--- config.mk ---
export PLATFORM = sky130hd
export DESIGN_NAME = esc_throttle_seq
export DESIGN_NICKNAME = d
export VERILOG_FILES = /design/src/rtl/esc_seq_pkg.sv /design/src/rtl/esc_tick_gen.sv /design/src/rtl/esc_frame_timer.sv /design/src/rtl/esc_seq_fsm.sv /design/src/rtl/esc_pulse_gen.sv /design/src/rtl/esc_throttle_seq.sv
export SDC_FILE = /design/constraint.sdc
export NUM_CORES = 1
export LEC_CHECK = 0
export BUFFER_PORTS_ARGS = -buffer_cell sky130_fd_sc_hd__buf_2
export CORE_UTILIZATION = 50
export DETAILED_ROUTE_END_ITERATION = 12
export PLACE_DENSITY_LB_ADDON = 0.05
export SETUP_SLACK_MARGIN = 0.2
export SYNTH_ARGS = -nofsm -noshare
export SYNTH_HDL_FRONTEND = slang
export SYNTH_SLANG_ARGS = --single-unit
export TNS_END_PERCENT = 20
--- constraint.sdc ---
create_clock -name clk_i -period 12.1 [get_ports clk_i]
set_clock_uncertainty 0.2 [all_clocks]
set_input_delay 1.21 -clock clk_i [delete_from_list [all_inputs] [get_ports clk_i]]
set_output_delay 1.21 -clock clk_i [all_outputs]
set_load 0.01 [all_outputs]
--- src/rtl/esc_seq_pkg.sv ---
package esc_seq_pkg;

  typedef enum logic [2:0] {
    ST_IDLE = 3'd0,
    ST_ARM  = 3'd1,
    ST_KICK = 3'd2,
    ST_RAMP = 3'd3,
    ST_RUN  = 3'd4
  } seq_status_e;

  typedef enum logic [1:0] {
    PH_IDLE,
    PH_ARM,
    PH_KICK,
    PH_TRACK
  } seq_phase_e;

  // Pulse width in ticks for a throttle level: base plus linear span, floored.
  function automatic int unsigned pulse_ticks(input logic [7:0] level,
                                              input int unsigned min_t,
                                              input int unsigned span_t);
    return min_t + (32'(level) * span_t) / 32'd255;
  endfunction

  // One bounded step of the level toward the goal.
  function automatic logic [7:0] step_toward(input logic [7:0] cur,
                                             input logic [7:0] goal);
    if (cur < goal)      return cur + 8'd1;
    else if (cur > goal) return cur - 8'd1;
    else                 return cur;
  endfunction

endpackage

--- src/rtl/esc_tick_gen.sv ---
module esc_tick_gen #(
  parameter int unsigned DIV = 50
) (
  input  logic clk_i,
  input  logic rst_i,
  output logic tick_o
);
  generate
    if (DIV > 1) begin : g_div
      localparam int unsigned CW = $clog2(DIV);
      logic [CW-1:0] cnt_q;
      always_ff @(posedge clk_i) begin
        if (rst_i)                       cnt_q <= '0;
        else if (cnt_q == CW'(DIV - 1))  cnt_q <= '0;
        else                             cnt_q <= cnt_q + 1'b1;
      end
      assign tick_o = (cnt_q == CW'(DIV - 1));
    end else begin : g_pass
      logic unused_in;
      assign unused_in = clk_i ^ rst_i;
      assign tick_o = 1'b1;
    end
  endgenerate
endmodule

--- src/rtl/esc_frame_timer.sv ---
module esc_frame_timer #(
  parameter int unsigned FRAME_US = 20000,
  localparam int unsigned UW = $clog2(FRAME_US)
) (
  input  logic          clk_i,
  input  logic          rst_i,
  input  logic          tick_i,
  output logic [UW-1:0] pos_o,
  output logic          frame_end_o
);
  logic last_pos;
  assign last_pos    = (pos_o == UW'(FRAME_US - 1));
  assign frame_end_o = tick_i && last_pos;

  always_ff @(posedge clk_i) begin
    if (rst_i)        pos_o <= '0;
    else if (tick_i)  pos_o <= last_pos ? '0 : pos_o + 1'b1;
  end
endmodule

--- src/rtl/esc_seq_fsm.sv ---
module esc_seq_fsm
  import esc_seq_pkg::*;
#(
  parameter int unsigned ARM_FRAMES  = 100,
  parameter int unsigned KICK_FRAMES = 25,
  parameter int unsigned KICK_LEVEL  = 178,
  localparam int unsigned MAXF = (ARM_FRAMES > KICK_FRAMES) ? ARM_FRAMES : KICK_FRAMES,
  localparam int unsigned CW   = $clog2(MAXF + 1)
) (
  input  logic       clk_i,
  input  logic       rst_i,
  input  logic       en_i,
  input  logic       frame_end_i,
  input  logic [7:0] target_i,
  output seq_phase_e phase_o,
  output logic [7:0] level_o,
  output logic [7:0] level_nxt_o
);
  seq_phase_e    phase_d;
  logic [CW-1:0] cnt_q, cnt_d;
  logic [7:0]    level_d;

  always_comb begin
    phase_d = phase_o;
    cnt_d   = cnt_q;
    level_d = level_o;
    if (!en_i) begin
      phase_d = PH_IDLE;
      cnt_d   = '0;
      level_d = 8'd0;
    end else if (frame_end_i) begin
      case (phase_o)
        PH_IDLE: begin
          phase_d = PH_ARM;
          cnt_d   = CW'(1);
          level_d = 8'd0;
        end
        PH_ARM: begin
          if (cnt_q == CW'(ARM_FRAMES)) begin
            phase_d = PH_KICK;
            cnt_d   = CW'(1);
            level_d = 8'(KICK_LEVEL);
          end else begin
            cnt_d = cnt_q + 1'b1;
          end
        end
        PH_KICK: begin
          if (cnt_q == CW'(KICK_FRAMES)) begin
            phase_d = PH_TRACK;
            cnt_d   = '0;
            level_d = step_toward(level_o, target_i);
          end else begin
            cnt_d = cnt_q + 1'b1;
          end
        end
        default: level_d = step_toward(level_o, target_i);
      endcase
    end
  end

  assign level_nxt_o = level_d;

  always_ff @(posedge clk_i) begin
    if (rst_i) begin
      phase_o <= PH_IDLE;
      cnt_q   <= '0;
      level_o <= 8'd0;
    end else begin
      phase_o <= phase_d;
      cnt_q   <= cnt_d;
      level_o <= level_d;
    end
  end
endmodule

--- src/rtl/esc_pulse_gen.sv ---
module esc_pulse_gen
  import esc_seq_pkg::*;
#(
  parameter int unsigned FRAME_US = 20000,
  parameter int unsigned MIN_US   = 1000,
  parameter int unsigned SPAN_US  = 1000,
  localparam int unsigned UW = $clog2(FRAME_US)
) (
  input  logic          clk_i,
  input  logic          rst_i,
  input  logic          frame_end_i,
  input  logic [7:0]    level_nxt_i,
  input  logic [UW-1:0] pos_i,
  output logic [UW-1:0] width_o,
  output logic          pulse_o
);
  always_ff @(posedge clk_i) begin
    if (rst_i)            width_o <= UW'(MIN_US);
    else if (frame_end_i) width_o <= UW'(pulse_ticks(level_nxt_i, MIN_US, SPAN_US));
  end

  assign pulse_o = (pos_i < width_o);
endmodule

--- src/rtl/esc_throttle_seq.sv ---
module esc_throttle_seq
  import esc_seq_pkg::*;
#(
  parameter int unsigned CLK_HZ      = 50_000_000,
  parameter int unsigned TICK_HZ     = 1_000_000,
  parameter int unsigned FRAME_US    = 20000,
  parameter int unsigned MIN_US      = 1000,
  parameter int unsigned SPAN_US     = 1000,
  parameter int unsigned ARM_FRAMES  = 100,
  parameter int unsigned KICK_FRAMES = 25,
  parameter int unsigned KICK_LEVEL  = 178
) (
  input  logic       clk_i,
  input  logic       rst_i,
  input  logic       en_i,
  input  logic [7:0] target_i,
  output logic       pulse_o,
  output logic [2:0] status_o
);
  localparam int unsigned DIV = CLK_HZ / TICK_HZ;
  localparam int unsigned UW  = $clog2(FRAME_US);

  logic          tick;
  logic          frame_end;
  logic [UW-1:0] pos;
  logic [UW-1:0] width_q;
  logic [7:0]    level_q;
  logic [7:0]    level_nxt;
  seq_phase_e    phase;

  esc_tick_gen #(.DIV(DIV)) u_tick (
    .clk_i(clk_i), .rst_i(rst_i), .tick_o(tick)
  );

  esc_frame_timer #(.FRAME_US(FRAME_US)) u_frame (
    .clk_i(clk_i), .rst_i(rst_i), .tick_i(tick),
    .pos_o(pos), .frame_end_o(frame_end)
  );

  esc_seq_fsm #(
    .ARM_FRAMES(ARM_FRAMES), .KICK_FRAMES(KICK_FRAMES), .KICK_LEVEL(KICK_LEVEL)
  ) u_fsm (
    .clk_i(clk_i), .rst_i(rst_i), .en_i(en_i), .frame_end_i(frame_end),
    .target_i(target_i), .phase_o(phase), .level_o(level_q), .level_nxt_o(level_nxt)
  );

  esc_pulse_gen #(
    .FRAME_US(FRAME_US), .MIN_US(MIN_US), .SPAN_US(SPAN_US)
  ) u_pulse (
    .clk_i(clk_i), .rst_i(rst_i), .frame_end_i(frame_end),
    .level_nxt_i(level_nxt), .pos_i(pos), .width_o(width_q), .pulse_o(pulse_o)
  );

  always_comb begin
    case (phase)
      PH_ARM:   status_o = ST_ARM;
      PH_KICK:  status_o = ST_KICK;
      PH_TRACK: status_o = (level_q == target_i) ? ST_RUN : ST_RAMP;
      default:  status_o = ST_IDLE;
    endcase
  end
endmodule

==> impl_metrics.tcl, run 1 <==
set metrics [dict create \
    run_status "completed" \
    track_usage_pct 26.97 \
    yosysMostFrequentCell "sky130_fd_sc_hd__nor2_1" \
    fin_ws_ps 79.00 \
    clk_pin_slew_ps 70 \
    yosys_most_used_dff "sky130_fd_sc_hd__dfxtp_1" \
    power_frac_comb_pct 3.2 \
    cellLeakagePower_nw 4.123 \
    min_delay_path_depth 2 \
    total_inserted_antenna_cells 0 \
    timing.final.hold_violations 0 \
    hpwl_mm 14.30 \
    timing.fmax_ghz 0.08319 \
    cts-htree-levels 2 \
    final_util_pct 70.74 \
    synthesis.area_per_instance_um2 7.812 \
    post_synth_num_cell_types 94 \
    cts.sink_count 50 \
    area_delta_synth_final_pct 36.73 \
    p_clk_share_pct 47.2 \
    grt_antenna_before_repair 0 \
    cts_inserted_buffers 5 \
    pre_cts_slack_ps -453.7 \
    row_count 41 \
    placement.io_buffers 14 \
    post_drt_antenna_nets 0 \
    synthDominantAreaCellType "sky130_fd_sc_hd__dfxtp_1" \
    setup_repair_after_global_routing_missed_its_margin "yes" \
    min_period_ps 12020 \
    synthesis.nets 954 \
    largest_fanout_on_the_critical_path 5 \
    peakVddDrop_uv 42.33 \
    slew_headroom_pct 49.75 \
    routedWlPerCell_um 15.32 \
    vias_per_cell 5.631 \
    boundaryPins 15 \
    switchingPower_uw 68.39 \
    crit_arrival_ps 12020 \
    postSynthCellCount 846 \
    finalSetupViolCount 0 \
    cap_violations 0 \
    timing.hold.worst.class "reg2reg" \
    drt_iter0_drc 274 \
    fraction_of_final_layout_cells_with_drive_strength_greater_than_1_pct 33.01 \
    ff2ff_path_depth 48 \
    worst-setup-path-type "in2reg" \
    slew_violations 0 \
    first_global_vias 6554 \
    synth_edf_count 0 \
    cts_tree "yes" \
    ff_latch_area_um2 1001 \
    worstSetupStartpointType "input pin" \
    rrSetupSlack_ps 230 \
    biggest_area_contributors_in_the_synthesized_netlist "sky130_fd_sc_hd__dfxtp_1, sky130_fd_sc_hd__ha_1, sky130_fd_sc_hd__fa_1, sky130_fd_sc_hd__nor2_1, sky130_fd_sc_hd__inv_1" \
    cts_buffer_depth 2 \
    net_total_in_the_final_layout 1137 \
    wire_length_of_the_first_global_routing_pass_mm 29.58 \
    ys_async_rst_share_pct 0 \
    worst_hold_slack_across_all_endpoints_ps 258.3 \
    syn-cell-area_um2 6609 \
    critPathCaptureType "flop" \
    synthDominantCellAreaShare_pct 15.15 \
    share_seq_of_total_power_pct 49.5 \
    layout.filler_cells 1024 \
    die_height_um 117.0 \
    p_total_uw 335.4 \
    floorplan.die_area_um2 13680 \
    initial_cell_density_of_the_core_pct 51.74 \
    tns_ps 0 \
    detail_route.wirelength_mm 18.41 \
    grt_max_degree 32 \
    synth.ff_latch_count 50 \
    max_stage_delay_ps 510 \
    crit_top_cell "sky130_fd_sc_hd__buf_4" \
    synth.yosys.seq_area_share_pct 15.15 \
    critPathRequiredTime_ps 12100 \
    cts_hold_buf 0 \
    route.vias.total 6769 \
    fin_crit_sh_pct 99.35 \
    clkLatencyLatePin_ps 290 \
    ctsRootBufferMaster "sky130_fd_sc_hd__clkbuf_16" \
    crit_slowest_cell "sky130_fd_sc_hd__fa_1" \
    switching_share_pct 20.39 \
    core_area_um2 12770 \
    cellInternalPower_uw 267.0 \
    p_per_area_nw_per_um2 37.12 \
    multi_input_comb_area_um2 5931 \
    chipWidth_um 117.0 \
    ys.warnings.count 0 \
    tightest_pin_transition_ps 751.3 \
    place_congestion 1.020 \
    globalRoute.totalOverflow 0 \
    drc 0 \
    first_pass_iters 5 \
    synth_top_cells_by_count "sky130_fd_sc_hd__nor2_1, sky130_fd_sc_hd__ha_1, sky130_fd_sc_hd__inv_1" \
]
## cell families after synthesis
| kind of cell | Yosys count | share of synthesized area (%) |
|---|---|---|
| simple gates | 341 | 27.51 |
| compound gates | 202 | 22.19 |
| fa+ha+maj | 97 | 20.75 |
| buf+inv | 91 | 5.377 |
| xor+xnor | 55 | 7.403 |
| flops | 50 | 15.15 |
| mux | 10 | 1.628 |
## worst max-delay path: cells and delay by family
kind | cells | cell delay (ps)
and+or+nand+nor | 18 | 2530
muxes | 2 | 610
xor gates and xnor gates | 3 | 530
buffers and inverters | 12 | 1380
AOI/OAI and AO/OA | 14 | 3350
adders and majority gates | 7 | 2380
## power by group through the flow
stage / combinational, mW / sequential (mW) / clock, mW
global placement: 0.00971 / 0.170 / 0
floorplan: 0.00662 / 0.170 / 0
finish: 0.0108 / 0.166 / 0.158
global route: 0.0123 / 0.166 / 0.165
detailed placement: 0.0102 / 0.170 / 0
CTS: 0.0104 / 0.166 / 0.161
## sequential cells by signal, summed over array words and instances, names as in the netlist
name                flops
u_tick.g_div.cnt_q      6
u_frame.pos_o          15
u_fsm.cnt_q             7
u_pulse.width_o        12
u_fsm.level_o           8
u_fsm.phase_o           2
## what timing repair did
item                                    4_1_cts  5_1_grt
gates resized for setup                      33       55
endpoints found under the setup margin        9       12
pin swaps                                    44       51
buffers inserted                             26       14
cloned                                        0        0
## worst paths after layout
kind | from | endpoint
hold reg to reg | u_pulse.width_o[11] | u_pulse.width_o[11]
setup reg to reg | u_frame.pos_o[0] | u_pulse.width_o[0]
setup / recovery | target_i[1] | u_pulse.width_o[0]
hold / removal | u_pulse.width_o[11] | u_pulse.width_o[11]
## cells in the final DEF (no fill, tap or decap), types with 10 or more instances in the layout
| master | n |
|---|---|
| sky130_fd_sc_hd__nor2b_1 | 12 |
| sky130_fd_sc_hd__a21o_1 | 10 |
| sky130_fd_sc_hd__nor3_1 | 14 |
| sky130_fd_sc_hd__o21ai_0 | 22 |
| sky130_fd_sc_hd__o21ai_1 | 16 |
| sky130_fd_sc_hd__dfxtp_1 | 50 |
| sky130_fd_sc_hd__nor2_1 | 95 |
| sky130_fd_sc_hd__nand2_1 | 54 |
| sky130_fd_sc_hd__ha_1 | 66 |
| sky130_fd_sc_hd__fa_1 | 21 |
| sky130_fd_sc_hd__nand3_1 | 25 |
| sky130_fd_sc_hd__buf_2 | 14 |
| sky130_fd_sc_hd__inv_1 | 64 |
| sky130_fd_sc_hd__nand4_1 | 20 |
| sky130_fd_sc_hd__or3_1 | 12 |
| sky130_fd_sc_hd__a21oi_1 | 39 |
| sky130_fd_sc_hd__xnor2_1 | 20 |
| sky130_fd_sc_hd__nand2b_1 | 14 |
| sky130_fd_sc_hd__buf_4 | 179 |
| sky130_fd_sc_hd__xor2_1 | 23 |
## layer usage
metal / GRT usage, % / share of wire (%)
met4: 8.776 / 1.7
met1: 32.26 / 43
met3: 2.111 / 2.8
met2: 50.81 / 52
met5: 0 / 0
## stage by stage
| step | instances | area, µm² |
|---|---|---|
| global route | 1202 | 9036 |
| CTS | 1188 | 8695 |
| global placement | 1154 | 8179 |
| floorplan | 846 | 6924 |
| detailed placement | 1154 | 8179 |
| finish | 1202 | 9036 |
## area by class of cell
class	count	share of cell area, %
clock buffer	6	1.426
clock inverter	2	0.4154
inverter	71	2.949
multi-input combinational	705	65.63
sequential	50	11.08
tap	172	2.382
timing repair buffer	196	16.12
Note: power is estimated with default switching activity, not from simulation.
==> run 2: changes to the inputs <==
Settings changed: SYNTH_HIERARCHICAL set to 1.
==> impl_metrics.tcl, run 2 <==
set metrics [dict create \
    drt_iter0_drc 443 \
    cellLeakagePower_nw 4.664 \
    fin_ws_ps -36.03 \
    routedWlPerCell_um 17.91 \
    clk_pin_slew_ps 70 \
    hpwl_mm 18.14 \
    route.vias.total 8408 \
    max_reg_flops 15 \
    detail_route.wirelength_mm 24.52 \
    slew_violations 0 \
    slew_headroom_pct 52.52 \
    row_count 44 \
    track_usage_pct 29.70 \
    finalSetupViolCount 1 \
    globalRoute.totalOverflow 0 \
    ys.warnings.count 6 \
    initial_cell_density_of_the_core_pct 51.93 \
    crit_arrival_ps 12140 \
    cts_buffer_depth 2 \
    synthesis.nets 1067 \
    min_delay_path_depth 2 \
    wire_length_of_the_first_global_routing_pass_mm 39.36 \
    layout_common_cells "sky130_fd_sc_hd__buf_4, sky130_fd_sc_hd__nor2_1, sky130_fd_sc_hd__inv_1" \
    placement.io_buffers 14 \
    post_drt_antenna_nets 0 \
    setup_repair_after_global_routing_missed_its_margin "yes" \
    max_stage_delay_ps 600 \
    boundaryPins 15 \
    worst_min_path_start "u_pulse/width_o[11]" \
    timing.hold.worst.class "reg2reg" \
    largest_fanout_on_the_critical_path 8 \
    tns_ps -36.03 \
    floorplan.die_area_um2 15820 \
    clkLatencyLatePin_ps 290 \
    place_congestion 0.9253 \
    cts-htree-levels 2 \
    failing_checks "setup timing" \
    die_height_um 125.8 \
    vias_per_cell 6.142 \
    area_delta_synth_final_pct 44.33 \
    ctsRootBufferMaster "sky130_fd_sc_hd__clkbuf_16" \
    first_global_vias 8297 \
    tightest_pin_transition_ps 709.5 \
    total_inserted_antenna_cells 0 \
    critPathCaptureType "flop" \
    layout_commonest_cell "sky130_fd_sc_hd__buf_4" \
    syn-cell-area_um2 7661 \
    worstSetupStartpointType "input pin" \
    cts.sink_count 50 \
    capture_endpoint_of_the_worst_hold_path "u_pulse/width_o[11]" \
    cts_tree "yes" \
    crit_top_cell "sky130_fd_sc_hd__buf_4" \
    synthesis.area_per_instance_um2 7.972 \
    chipWidth_um 125.8 \
    fin_crit_sh_pct 100.3 \
    critical_path.reg2reg.endpoint "u_pulse/width_o[0]" \
    worst_path_dominant_cell_family "compound AO/OA/AOI/OAI gates" \
    pre_cts_slack_ps -627.5 \
    cts_hold_buf 0 \
    crit_slowest_cell "sky130_fd_sc_hd__or4_4" \
    timing.fmax_ghz 0.08240 \
    p_per_area_nw_per_um2 29.47 \
    first_pass_iters 6 \
    worst-setup-path-type "in2reg" \
    largest_registers "u_frame/pos_o (15), u_pulse/width_o (12), u_fsm/level_o (8)" \
    ff2ff_path_depth 51 \
    cts_inserted_buffers 5 \
    net_total_in_the_final_layout 1290 \
    min_period_ps 12140 \
    peakVddDrop_uv 76.84 \
    fraction_of_final_layout_cells_with_drive_strength_greater_than_1_pct 39.75 \
    core_area_um2 14750 \
    top_register "u_frame/pos_o" \
    cap_violations 0 \
    rrSetupSlack_ps 60 \
    timing.final.hold_violations 0 \
    grt_max_degree 23 \
    grt_antenna_before_repair 0 \
    run_status "finished, violations left" \
    critPathRequiredTime_ps 12100 \
    critical_path.reg2reg.startpoint "u_tick/g_div.cnt_q[0]" \
    postSynthCellCount 961 \
    drc 0 \
    critical_path.n_buffers_inverters 12 \
]
## run 2: cell types whose count changed in the layout (fill, tap and decap cells not counted), sizes merged, moves of 6 or more
cell	delta
buf	+50
nor3	+20
nor2	-17
o211ai	+14
inv	+11
a211oi	+10
and3	+10
nor4	+10
nor2b	-8
nand4	-7
a31oi	+6
o2111ai	+6
## run 2: how the worst max path moves through the flow
| stage | start | to | slack, ps | depth (start not counted) |
|---|---|---|---|---|
| 2_1_floorplan | target_i[1] | u_pulse/width_o[0] | 210 | 46 |
| 3_3_place_gp | target_i[1] | u_pulse/width_o[0] | -400 | 46 |
| 3_5_place_dp | target_i[1] | u_pulse/width_o[0] | -630 | 46 |
| 4_1_cts | target_i[1] | u_pulse/width_o[0] | 190 | 53 |
| 5_1_grt | u_tick/g_div.cnt_q[0] | u_pulse/width_o[0] | -420 | 50 |
| 6_report | target_i[7] | u_pulse/width_o[0] | -40 | 53 |
## run 2: final cells by class
type	count	area (µm²)
Clock buffer	6	138.9
Tap cell	184	230.2
Sequential cell	50	1001
Multi-Input combinational cell	800	7453
Clock inverter	2	12.51
Fill cell	1051	3697
Timing Repair Buffer	246	1909
Inverter	81	311.5
## run 2: per-layer routing
metal	vias up	global-route usage (%)	part of all wire (%)
met1	4024	36.42	43
met5	-	0	0
met3	73	2.251	3.5
li1	4052	-	-
met2	259	54.38	50
met4	0	10.70	3.4
## run 2: what timing repair did
| item | in CTS | in global routing |
|---|---|---|
| buffers inserted | 26 | 24 |
| endpoints found under the setup margin | 2 | 10 |
| pin swaps | 59 | 58 |
| gates resized for setup | 80 | 93 |
## run 2: worst reg2reg max path, delay by kind of cell, from the launching register on
kind | cells | cell delay (ps)
AOI/OAI and AO/OA | 20 | 4070
xor gates and xnor gates | 1 | 140
adders and majority gates | 8 | 2730
buffers and inverters | 10 | 1430
DFF | 1 | 400
and+or+nand+nor | 12 | 3010
## run 2: per-stage QoR
step | instance area (µm²) | total power, mW | cells | hold slack (ps) | util (%)
global route | 11060 | 0.3368 | 1369 | 306.3 | 74.94
finish | 11060 | 0.3258 | 1369 | 270.8 | 74.94
floorplan | 8036 | 0.1791 | 961 | 244.2 | -
CTS | 10380 | 0.3251 | 1345 | 273.9 | 70.34
global placement | 9537 | 0.1839 | 1311 | 259.1 | 64.64
detailed placement | 9537 | 0.1849 | 1311 | 263.5 | 64.64
## run 2: power breakdown
part	total [mW]	switching, mW	internal [mW]
combinational	0.0184	0.0111	0.00734
sequential	0.166	0.00105	0.165
clock	0.141	0.0591	0.0819
==> run 3: changes to the inputs <==
Settings changed: ABC_AREA set to 1, BUFFER_PORTS_ARGS -buffer_cell sky130_fd_sc_hd__buf_2 to -buffer_cell sky130_fd_sc_hd__buf_4.
==> impl_metrics.tcl, run 3 <==
set metrics [dict create \
    run_status "finished, violations left" \
    failing_checks "DRC" \
    net_total_in_the_final_layout 1456 \
    vias_per_cell 5.074 \
    drt_iter0_drc 371 \
    max_reg_flops 15 \
    critPathRequiredTime_ps 12100 \
    timing.final.hold_violations 0 \
    timing.fmax_ghz 0.08790 \
    worstSetupStartpointType "input pin" \
    fin_ws_ps 723.0 \
    place_congestion 0.8911 \
    clk_pin_slew_ps 70 \
    synthesis.area_per_instance_um2 5.970 \
    top_register "u_frame/pos_o" \
    ff2ff_path_depth 80 \
    rrSetupSlack_ps 890 \
    max_stage_delay_ps 580 \
    area_delta_synth_final_pct 20.08 \
    wl_met1_mm 9.027 \
    cts.sink_count 50 \
    finalSetupViolCount 0 \
    wire_length_of_the_first_global_routing_pass_mm 30.18 \
    syn-cell-area_um2 7641 \
    row_count 44 \
    slew_violations 0 \
    layout.cell_area.non_filler_um2 9175 \
    route.vias.total 7788 \
    crit_slowest_cell "sky130_fd_sc_hd__fa_1" \
    slew_headroom_pct 73.42 \
    critical_path.n_buffers_inverters 12 \
    grt_max_degree 25 \
    routedWlPerCell_um 12.17 \
    postSynthCellCount 1280 \
    placement.io_buffers 14 \
    layout_commonest_cell "sky130_fd_sc_hd__nand2_1" \
    drc 3 \
    cellLeakagePower_nw 4.842 \
    clkLatencyLatePin_ps 300 \
    first_global_vias 6832 \
    timing.hold.worst.class "reg2reg" \
    wl_met3_um 473 \
    tns_ps 0 \
    hpwl_mm 13.90 \
    min_delay_path_depth 2 \
    initial_cell_density_of_the_core_pct 51.98 \
    largest_registers "u_frame/pos_o (15), u_pulse/width_o (12), u_fsm/level_o (8)" \
    detail_route.wirelength_mm 18.69 \
    layout_common_cells "sky130_fd_sc_hd__nand2_1, sky130_fd_sc_hd__inv_1, sky130_fd_sc_hd__nor2_1" \
    fin_crit_sh_pct 94.03 \
    worst_path_dominant_cell_family "simple AND/OR/NAND/NOR gates" \
    dpl-instance-area_um2 8004 \
    grt_antenna_before_repair 0 \
    synthesis.nets 1386 \
    fraction_of_final_layout_cells_with_drive_strength_greater_than_1_pct 22.72 \
    total_inserted_antenna_cells 0 \
    pre_cts_slack_ps -51.36 \
    track_usage_pct 22.23 \
    cts_inserted_buffers 5 \
    peakVddDrop_uv 48.31 \
    crit_arrival_ps 11370 \
    p_per_area_nw_per_um2 37.34 \
    critPathCaptureType "flop" \
    floorplan.die_area_um2 15780 \
    cts-htree-levels 2 \
    capture_endpoint_of_the_worst_hold_path "u_pulse/width_o[4]" \
    worst_hold_slack_across_all_endpoints_ps 265.0 \
    ys.warnings.count 6 \
    ctsRootBufferMaster "sky130_fd_sc_hd__clkbuf_16" \
    largest_fanout_on_the_critical_path 7 \
    die_height_um 125.6 \
    critical_path.reg2reg.startpoint "u_tick/g_div.cnt_q[0]" \
    worst-setup-path-type "in2reg" \
    critical_path.reg2reg.endpoint "u_pulse/width_o[0]" \
    dr.max_layer_used "met4" \
    cts_tree "yes" \
    tightest_pin_transition_ps 398.3 \
    boundaryPins 15 \
    post_drt_antenna_nets 0 \
    worst_min_path_start "u_pulse/width_o[4]" \
    cap_violations 0 \
    min_period_ps 11380 \
    globalRoute.totalOverflow 0 \
    met2_routed_wl_mm 9.031 \
    cts_buffer_depth 2 \
    core_area_um2 14700 \
    cts_hold_buf 0 \
    final_util_pct 62.42 \
    first_pass_iters 9 \
    chipWidth_um 125.6 \
]
## run 3: cell type report
type | instances | area (µm²)
inverter | 248 | 935.9
timing repair buffer | 71 | 556.8
multi-input combinational | 974 | 6286
fill | 1412 | 5524
sequential | 50 | 1001
clock buffer | 5 | 125.1
tap | 184 | 230.2
clock inverter | 3 | 40.04
## run 3: repair_timing
item	4_1_cts	5_1_grt
setup buffers	0	40
endpoints found under the setup margin	0	8
hold endpoints to repair	0	0
resized for setup	0	161
## run 3: metal layers
layer	GRT usage, %	up-vias
li1	-	4133
met1	30.75	3500
met2	38.53	137
met3	1.317	18
met4	3.730	0
met5	0	-
## run 3: through the flow
step,cells,power (mW)
after floorplan,1280,0.1795
after global placement,1482,0.1851
after detailed placement,1482,0.1852
after CTS,1490,0.3445
after global routing,1535,0.3561
final,1535,0.3426
## run 3: how the worst max path moves through the flow
| stage | from | to | slack [ps] | cells after the start |
|---|---|---|---|---|
| after floorplan | target_i[7] | u_pulse/width_o[0] | 880 | 82 |
| after global placement | target_i[7] | u_pulse/width_o[0] | 40 | 77 |
| after detailed placement | target_i[7] | u_pulse/width_o[0] | -50 | 77 |
| after CTS | target_i[7] | u_pulse/width_o[0] | 240 | 77 |
| after global routing | target_i[6] | u_pulse/width_o[0] | -50 | 84 |
| final | target_i[6] | u_pulse/width_o[0] | 720 | 85 |
## run 3: worst reg2reg max path: cells and delay by family, from the launching register on
kind / cells / cell delay, ps
and+or+nand+nor: 57 / 5990
adders and majority gates: 8 / 2650
buffers and inverters: 11 / 1210
AOI/OAI and AO/OA: 3 / 530
DFF: 1 / 390
xor gates and xnor gates: 1 / 160
## run 3: report_power, final
group          switching, mW  total [mW]  internal, mW
sequential          0.000860       0.166         0.165
combinational        0.00988      0.0164       0.00655
clock                 0.0631       0.160        0.0969
